--- config.mk ---
export PLATFORM = sky130hd
export DESIGN_NAME = dma_loop_engine
export DESIGN_NICKNAME = d
export VERILOG_FILES = /design/src/rtl/dma_loop_pkg.sv /design/src/rtl/dma_addr_step.sv /design/src/rtl/dma_lane_align.sv /design/src/rtl/dma_loop_engine.sv
export SDC_FILE = /design/constraint.sdc
export NUM_CORES = 1
export LEC_CHECK = 0
export BUFFER_PORTS_ARGS = -buffer_cell sky130_fd_sc_hd__buf_2
export CORE_UTILIZATION = 60
export CTS_BUF_LIST = sky130_fd_sc_hd__clkbuf_8
export CTS_CLUSTER_SIZE = 24
export DETAILED_ROUTE_END_ITERATION = 6
export HOLD_SLACK_MARGIN = 0.06
export PLACE_DENSITY = 0.84
export SLEW_MARGIN = 20
export SYNTH_ARGS = -nofsm -noshare
export SYNTH_HDL_FRONTEND = slang
export SYNTH_SLANG_ARGS = --single-unit
--- constraint.sdc ---
create_clock -name clk -period 11.55 [get_ports clk]
set_input_delay 0.5775 -clock clk [delete_from_list [all_inputs] [get_ports clk]]
set_output_delay 0.5775 -clock clk [all_outputs]
set_load 0.005 [all_outputs]
--- src/rtl/dma_loop_pkg.sv ---
package dma_loop_pkg;
   typedef enum logic [1:0] {ST_IDLE, ST_RD, ST_WR, ST_FIN} dma_st_e;

   localparam int SMLOE_BIT  = 31;
   localparam int DMLOE_BIT  = 30;
   localparam int MLOFF_MSB  = 29;
   localparam int MLOFF_LSB  = 10;
   localparam int MLOFF_W    = MLOFF_MSB - MLOFF_LSB + 1;
   localparam int NB_SHORT_W = 10;
   localparam int STEP_W     = 16;

   // log2 of element bytes; codes above 2 behave as 32-bit
   function automatic logic [1:0] size_lg2(input logic [2:0] code);
      return (code >= 3'd2) ? 2'd2 : code[1:0];
   endfunction
endpackage

--- src/rtl/dma_addr_step.sv ---
module dma_addr_step #(
   parameter int AW     = 32,
   parameter bit MOD_EN = 1'b1
) (
   input  logic [AW-1:0] base,
   input  logic [AW-1:0] delta,
   input  logic [4:0]    modulo,
   output logic [AW-1:0] nxt
);
   logic [AW-1:0] sum;
   assign sum = base + delta;

   generate
      if (MOD_EN) begin : g_mod
         logic [AW-1:0] keep_mask;
         always_comb begin
            if (modulo == 5'd0) keep_mask = '1;
            else                keep_mask = (AW'(1) << modulo) - AW'(1);
         end
         assign nxt = (base & ~keep_mask) | (sum & keep_mask);
      end else begin : g_plain
         logic unused_modulo;
         assign unused_modulo = ^modulo;
         assign nxt = sum;
      end
   endgenerate
endmodule

--- src/rtl/dma_lane_align.sv ---
module dma_lane_align #(
   parameter int DW = 32,
   localparam int BW = DW / 8
) (
   input  logic [1:0]    lo,
   input  logic [1:0]    lg2,
   input  logic [DW-1:0] wr_val,
   input  logic [DW-1:0] rd_bus,
   output logic [BW-1:0] be,
   output logic [DW-1:0] wr_bus,
   output logic [DW-1:0] rd_val
);
   logic [1:0]    sh;
   logic [BW-1:0] base_be;
   logic [DW-1:0] size_mask;

   always_comb begin
      case (lg2)
         2'd0: begin sh = lo;             base_be = BW'(1); size_mask = DW'(8'hFF);    end
         2'd1: begin sh = {lo[1], 1'b0}; base_be = BW'(3); size_mask = DW'(16'hFFFF); end
         default: begin sh = 2'd0;       base_be = '1;     size_mask = '1;            end
      endcase
      be     = base_be << sh;
      wr_bus = wr_val << {sh, 3'b000};
      rd_val = (rd_bus >> {sh, 3'b000}) & size_mask;
   end
endmodule

--- src/rtl/dma_loop_engine.sv ---
module dma_loop_engine
   import dma_loop_pkg::*;
#(
   parameter int AW        = 32,
   parameter int DW        = 32,
   parameter int CW        = 16,
   parameter bit MODULO_EN = 1'b1,
   localparam int BW       = DW / 8
) (
   input  logic          clk,
   input  logic          rst_n,
   input  logic          cfg_load,
   input  logic [AW-1:0] cfg_src_addr,
   input  logic [15:0]   cfg_src_step,
   input  logic [7:0]    cfg_src_attr,
   input  logic [AW-1:0] cfg_dst_addr,
   input  logic [15:0]   cfg_dst_step,
   input  logic [7:0]    cfg_dst_attr,
   input  logic [31:0]   cfg_minor_word,
   input  logic          cfg_loop_ofs_mode,
   input  logic [AW-1:0] cfg_src_end_adj,
   input  logic [AW-1:0] cfg_dst_end_adj,
   input  logic [CW-1:0] cfg_iter_start,
   input  logic          cfg_half_irq_en,
   input  logic          cfg_end_irq_en,
   input  logic          svc_req,
   input  logic          flag_clr,
   output logic          mem_req,
   output logic          mem_we,
   output logic [AW-1:0] mem_addr,
   output logic [BW-1:0] mem_be,
   output logic [DW-1:0] mem_wdata,
   input  logic [DW-1:0] mem_rdata,
   input  logic          mem_ack,
   output logic          busy,
   output logic          done_flag,
   output logic          half_flag,
   output logic          irq,
   output logic [AW-1:0] cur_src_addr,
   output logic [AW-1:0] cur_dst_addr,
   output logic [CW-1:0] cur_iter
);
   generate
      if (DW != 32) begin : g_dw_chk
         $error("dma_loop_engine: DW must be 32");
      end
      if (AW < MLOFF_W || AW < STEP_W) begin : g_aw_chk
         $error("dma_loop_engine: AW too narrow for offsets");
      end
      if (CW < 2) begin : g_cw_chk
         $error("dma_loop_engine: CW must be at least 2");
      end
   endgenerate

   // descriptor state
   logic [AW-1:0] d_saddr, d_daddr, d_slast, d_dlast;
   logic [15:0]   d_sstep, d_dstep;
   logic [7:0]    d_sattr, d_dattr;
   logic [31:0]   d_minor;
   logic          d_mode, d_hen, d_een;
   logic [CW-1:0] d_citer, d_biter;

   // sequencer state
   dma_st_e       st;
   logic [31:0]   remain;
   logic [DW-1:0] hold;
   logic          pend, done_q, half_q;

   logic          start, major_end, done_set, half_set;
   logic [31:0]   byte_cnt, n_acc;
   logic [CW-1:0] iter_dec;
   logic [AW-1:0] s_step_x, d_step_x, ml_ofs, s_next, d_next;
   logic [DW-1:0] rd_val;
   logic [1:0]    lane_lg2;

   assign start     = (st == ST_IDLE) && (pend || svc_req);
   assign byte_cnt  = d_mode ? {{(32-NB_SHORT_W){1'b0}}, d_minor[NB_SHORT_W-1:0]} : d_minor;
   assign n_acc     = byte_cnt >> size_lg2(d_sattr[2:0]);
   assign s_step_x  = {{(AW-STEP_W){d_sstep[15]}}, d_sstep};
   assign d_step_x  = {{(AW-STEP_W){d_dstep[15]}}, d_dstep};
   assign ml_ofs    = {{(AW-MLOFF_W){d_minor[MLOFF_MSB]}}, d_minor[MLOFF_MSB:MLOFF_LSB]};
   assign major_end = (d_citer <= CW'(1));
   assign iter_dec  = d_citer - CW'(1);
   assign done_set  = (st == ST_FIN) && major_end;
   assign half_set  = (st == ST_FIN) && !major_end && (iter_dec == (d_biter >> 1));

   dma_addr_step #(.AW(AW), .MOD_EN(MODULO_EN)) u_src_step (
      .base(d_saddr), .delta(s_step_x), .modulo(d_sattr[7:3]), .nxt(s_next));
   dma_addr_step #(.AW(AW), .MOD_EN(MODULO_EN)) u_dst_step (
      .base(d_daddr), .delta(d_step_x), .modulo(d_dattr[7:3]), .nxt(d_next));

   assign mem_req  = (st == ST_RD) || (st == ST_WR);
   assign mem_we   = (st == ST_WR);
   assign mem_addr = mem_we ? d_daddr : d_saddr;
   assign lane_lg2 = mem_we ? size_lg2(d_dattr[2:0]) : size_lg2(d_sattr[2:0]);

   dma_lane_align #(.DW(DW)) u_lane (
      .lo(mem_addr[1:0]), .lg2(lane_lg2), .wr_val(hold), .rd_bus(mem_rdata),
      .be(mem_be), .wr_bus(mem_wdata), .rd_val(rd_val));

   always_ff @(posedge clk or negedge rst_n) begin
      if (!rst_n) begin
         d_saddr <= '0; d_daddr <= '0; d_slast <= '0; d_dlast <= '0;
         d_sstep <= '0; d_dstep <= '0; d_sattr <= '0; d_dattr <= '0;
         d_minor <= '0; d_mode  <= 1'b0; d_hen  <= 1'b0; d_een  <= 1'b0;
         d_citer <= '0; d_biter <= '0;
         st      <= ST_IDLE;
         remain  <= '0;
         hold    <= '0;
         pend    <= 1'b0;
         done_q  <= 1'b0;
         half_q  <= 1'b0;
      end else begin
         pend   <= start ? (pend && svc_req) : (pend || svc_req);
         done_q <= done_set || (done_q && !flag_clr);
         half_q <= half_set || (half_q && !flag_clr);

         case (st)
            ST_IDLE: begin
               if (cfg_load) begin
                  d_saddr <= cfg_src_addr;    d_daddr <= cfg_dst_addr;
                  d_slast <= cfg_src_end_adj; d_dlast <= cfg_dst_end_adj;
                  d_sstep <= cfg_src_step;    d_dstep <= cfg_dst_step;
                  d_sattr <= cfg_src_attr;    d_dattr <= cfg_dst_attr;
                  d_minor <= cfg_minor_word;  d_mode  <= cfg_loop_ofs_mode;
                  d_hen   <= cfg_half_irq_en; d_een   <= cfg_end_irq_en;
                  d_biter <= cfg_iter_start;  d_citer <= cfg_iter_start;
               end
               if (start) begin
                  remain <= n_acc;
                  st     <= (n_acc == 32'd0) ? ST_FIN : ST_RD;
               end
            end
            ST_RD: begin
               if (mem_ack) begin
                  hold    <= rd_val;
                  d_saddr <= s_next;
                  st      <= ST_WR;
               end
            end
            ST_WR: begin
               if (mem_ack) begin
                  d_daddr <= d_next;
                  remain  <= remain - 32'd1;
                  st      <= (remain == 32'd1) ? ST_FIN : ST_RD;
               end
            end
            default: begin
               if (major_end) begin
                  d_saddr <= d_saddr + d_slast;
                  d_daddr <= d_daddr + d_dlast;
                  d_citer <= d_biter;
               end else begin
                  d_citer <= iter_dec;
                  if (d_mode && d_minor[SMLOE_BIT]) d_saddr <= d_saddr + ml_ofs;
                  if (d_mode && d_minor[DMLOE_BIT]) d_daddr <= d_daddr + ml_ofs;
               end
               st <= ST_IDLE;
            end
         endcase
      end
   end

   assign busy         = (st != ST_IDLE);
   assign done_flag    = done_q;
   assign half_flag    = half_q;
   assign irq          = (done_q && d_een) || (half_q && d_hen);
   assign cur_src_addr = d_saddr;
   assign cur_dst_addr = d_daddr;
   assign cur_iter     = d_citer;
endmodule

==> summary.txt <==
Status
  • Status: finished, final reports clean

Synth
  • Share of flip-flops with an asynchronous set or reset: 100%
  • Synth top area share: 31.6%
  • Simple-gate area share of the yosys netlist: 17.2%
  • Syn_nets: 3,332
  • Yosys reg bits: 312
  • Area leader, netlist: dfrtp_1
  • Mux contribution to synthesized area: 12.0%
  • Largest family of logic cells by synthesized area: compound AO/OA/AOI/OAI gates
  • Distinct cells, synth: 105
  • Yosys synthesis warning count: 0
  • Synth top area cells: dfrtp_1 (32%), mux2_2 (8.5%), ha_1 (6.9%)
  • Sequential area share after synthesis: 31.6%
  • Xor/xnor share of the synthesized area: approximately 4.6%
  • Syn_area_per_cell: 8.45 um^2
  • Post-synth EDFFs: 0
  • Ys flop type: dfrtp_1
  • Cells after Synth: just under 3,000
  • Synthesized-area fraction occupied by adder cells: 7.25%
  • Synth Area in Compound Gates: 23.4%
  • Cell Area, Synth: 24,700 um^2

Drt
  • # DRC: 0
  • Remaining antenna violation count: 0
  • Detailed Routing Iterations Pass 1: 6
  • Final wirelength: 91,700 um
  • DR vias/cell: 6.55
  • Routed via count: 25,300
  • Detailed-route wire length per cell: 23.8 um
  • Starting DRC count in detailed routing: 2,802

Cells and area
  • # fillers: 3,319
  • Commonest non-fill, non-tap cell in the layout: nand2_1
  • Final std cells w/o fill: 3,855
  • Share of layout cells above drive strength 1: 23.7%
  • Nets@finish: roughly 3,700
  • Fin area: 28,400 um^2
  • Most frequent cells in the layout: nand2_1 (422), buf_2 (417), dfrtp_1 (312)
  • Area growth syn-to-layout: 14.6%

Critical path
  • Crit. End Element: output pin
  • CP startpoint kind: flip-flop
  • Critical path type: reg -> out
  • Worst path bufs/invs: 6
  • R2R Setup Slk: 6.23 ns
  • Worst Path Required: 10.97 ns
  • Critical path's slowest cell: clkinv_1
  • Worst stage delay on the critical path: 0.75 ns
  • CP Cell Sequence: inv_1 -> ha_4 -> inv_1 -> a22o_1 -> nand2_2 -> buf_4 -> clkinv_1 -> nor2_1 -> buf_4 -> nand2_1 -> o21ai_0 -> buf_2
  • CP Max Fanout: 57
  • Family with the most delay on the worst path: buffers and inverters
  • Worst EP arrival: 5.46 ns
  • Critical path origin: st[0]$_DFFE_PN0P_
  • Worst r2r src: cur_iter[0]$_DFFE_PN0P_

Placed design
  • GPL Wtd Cong: 1.03
  • Port Buffers: 418
  • Hpwl dp: 68,600 um
  • Cell count after placement: 3,736
  • Area after DPL: 27,000 um^2

Die
  • Initial Util: 60.7%
  • Core Footprint: between 40,000 and 50,000 um^2
  • Die X: 205 um
  • Die area: roughly 42,000 um^2
  • Chip Height: between 200 and 250 um
  • Number of placed I/O pins: 419
  • Row Count: 74

Pwr
  • P_int: 5420 uW
  • P_sw: 5880 uW
  • Leak pwr: 0.0134 uW
  • Clock power share: around a tenth
  • Sequential group share of total power: a little under a quarter
  • Worst IR Drop VDD: ~0.23 mV
  • Sw Share: 52.1%
  • Comb pwr share: 66.7%
  • Pwr Density: 399 nW/um^2

CTS
  • H-tree Lvls: 2
  • Clk_lat worst skew: about 0.7 ns
  • PostCTS Resize Cnt: 0
  • CTS Buf Count: 56
  • Max Buffers Root-to-Sink: 3
  • Clk slew on worst S/H paths: 0.06 ns
  • Clock sinks: 312
  • Post-CTS Hold Buffers: 1
  • Root buffer cell: clkbuf_8
  • Total setup buffers inserted after CTS: 0
  • CTS tree: built

Global routing
  • Vias in the first global route: 24,000
  • Total GRT Usage: 42.9%
  • Largest net degree at the start of global routing: 119
  • First-pass GRT wire length: 138,000 um
  • Antenna violations before repair: 14
  • Grt ovf: 0

STA
  • TNS Setup: 0 ns
  • Minimum clock period: between 6 and 7 ns
  • Setup Skew: 0.0317 ns
  • Hold Fails Final Rpt: 0
  • Worst relative slew slack: 23.8%
  • RSZ-0062 raised after global routing: no
  • Worst-Margin Slew: 1.14 ns
  • Endpoints failing setup: 0
  • Fmax: about 0.17 GHz
  • Slew Viols, Final: 0
  • Period utilisation layout: ~52%

Run
  • Maximum Capacitance Violations: 0

Hold path
  • HP Class: in -> reg
  • Hold Path Origin: flag_clr
[state kept, by name, summed over array words and instances (netlist names)]
signal and count:
d_een 1, cur_iter 16, d_dattr 8, half_flag 1
d_slast 32, d_hen 1, remain 32, pend 1
cur_dst_addr 32, d_dlast 32, d_mode 1, d_dstep 16
d_biter 16, hold 32, d_minor 32, d_sstep 16
st 2, cur_src_addr 32, done_flag 1, d_sattr 8
[kinds of logic (layout without fill, tap and decap cells)]
kind of cell / count (synthesis) / count (layout)
AO/OA/AOI/OAI: 897 / 897
AND/OR/NAND/NOR: 942 / 942
other: 0 / 12
flip-flops: 312 / 312
adder cells (fa/ha/maj): 141 / 141
XOR/XNOR: 130 / 130
buffers and inverters: 230 / 615
multiplexers: 274 / 274
[metal layers]
metal	GRT usage, %	vias to the layer above	share of wire, %	routed length [um]
met5	0	-	0.057	52
met4	27.6	8	6.7	6120
met3	11.6	351	9.7	8940
met2	67.1	1410	45	41300
met1	52.1	12100	38	35300
li1	-	11400	-	-
[path summary, 6_finish.rpt]
check,endpoint,cells past startpoint
setup / recovery,mem_wdata[21],12
hold reg to reg,hold[28]$_DFFE_PN0P_,2
setup reg to reg,cur_dst_addr[24]$_DFFE_PN0P_,18
hold / removal,done_flag$_DFF_PN0_,2
min in group asynchronous,hold[14]$_DFFE_PN0P_,2
max in group asynchronous,d_sstep[13]$_DFFE_PN0P_,3
[area by class of cell]
cell class,instances,area [um^2],share of cell area (%)
multi-input combinational,2384,16000,56.6
sequential,312,7810,27.5
timing repair buffer,444,2300,8.12
clock buffer,74,1020,3.59
tap,532,666,2.35
clock inverter,32,245,0.865
inverter,65,244,0.860
antenna,12,30.0,0.106
[synthesized netlist by cell type, types with 59 or more instances]
cell	n
mux2_2	186
xnor2_1	77
nor2_1	216
a21oi_1	217
a21o_1	80
nor3_1	59
nand2_1	425
dfrtp_1	312
o21ai_0	234
ha_1	137
clkbuf_1	122
inv_1	63
mux2i_1	87
[power groups by stage]
| stage | sequential, uW | clock (uW) | combinational (uW) |
|---|---|---|---|
| after global placement | 2530 | 0 | 7130 |
| after detailed placement | 2540 | 0 | 7290 |
| final | 2580 | 1190 | 7530 |
| after floorplan | 2090 | 0 | 5510 |
| after CTS | 2530 | 1190 | 7360 |
| after global routing | 2610 | 1240 | 8180 |
[metrics by stage]
step	hold WS [ns]	setup WS [ns]	power, uW	utilization [%]
3_5_place_dp	0.471	6.39	9830	66.4
3_3_place_gp	0.462	6.34	9650	66.4
2_1_floorplan	0.282	7.07	7600	-
5_1_grt	0.0947	5.27	12000	69.6
4_1_cts	0.0898	5.69	11100	69.5
6_report	0.108	5.51	11300	69.6
No activity file was read; power rests on OpenSTA's default activity.
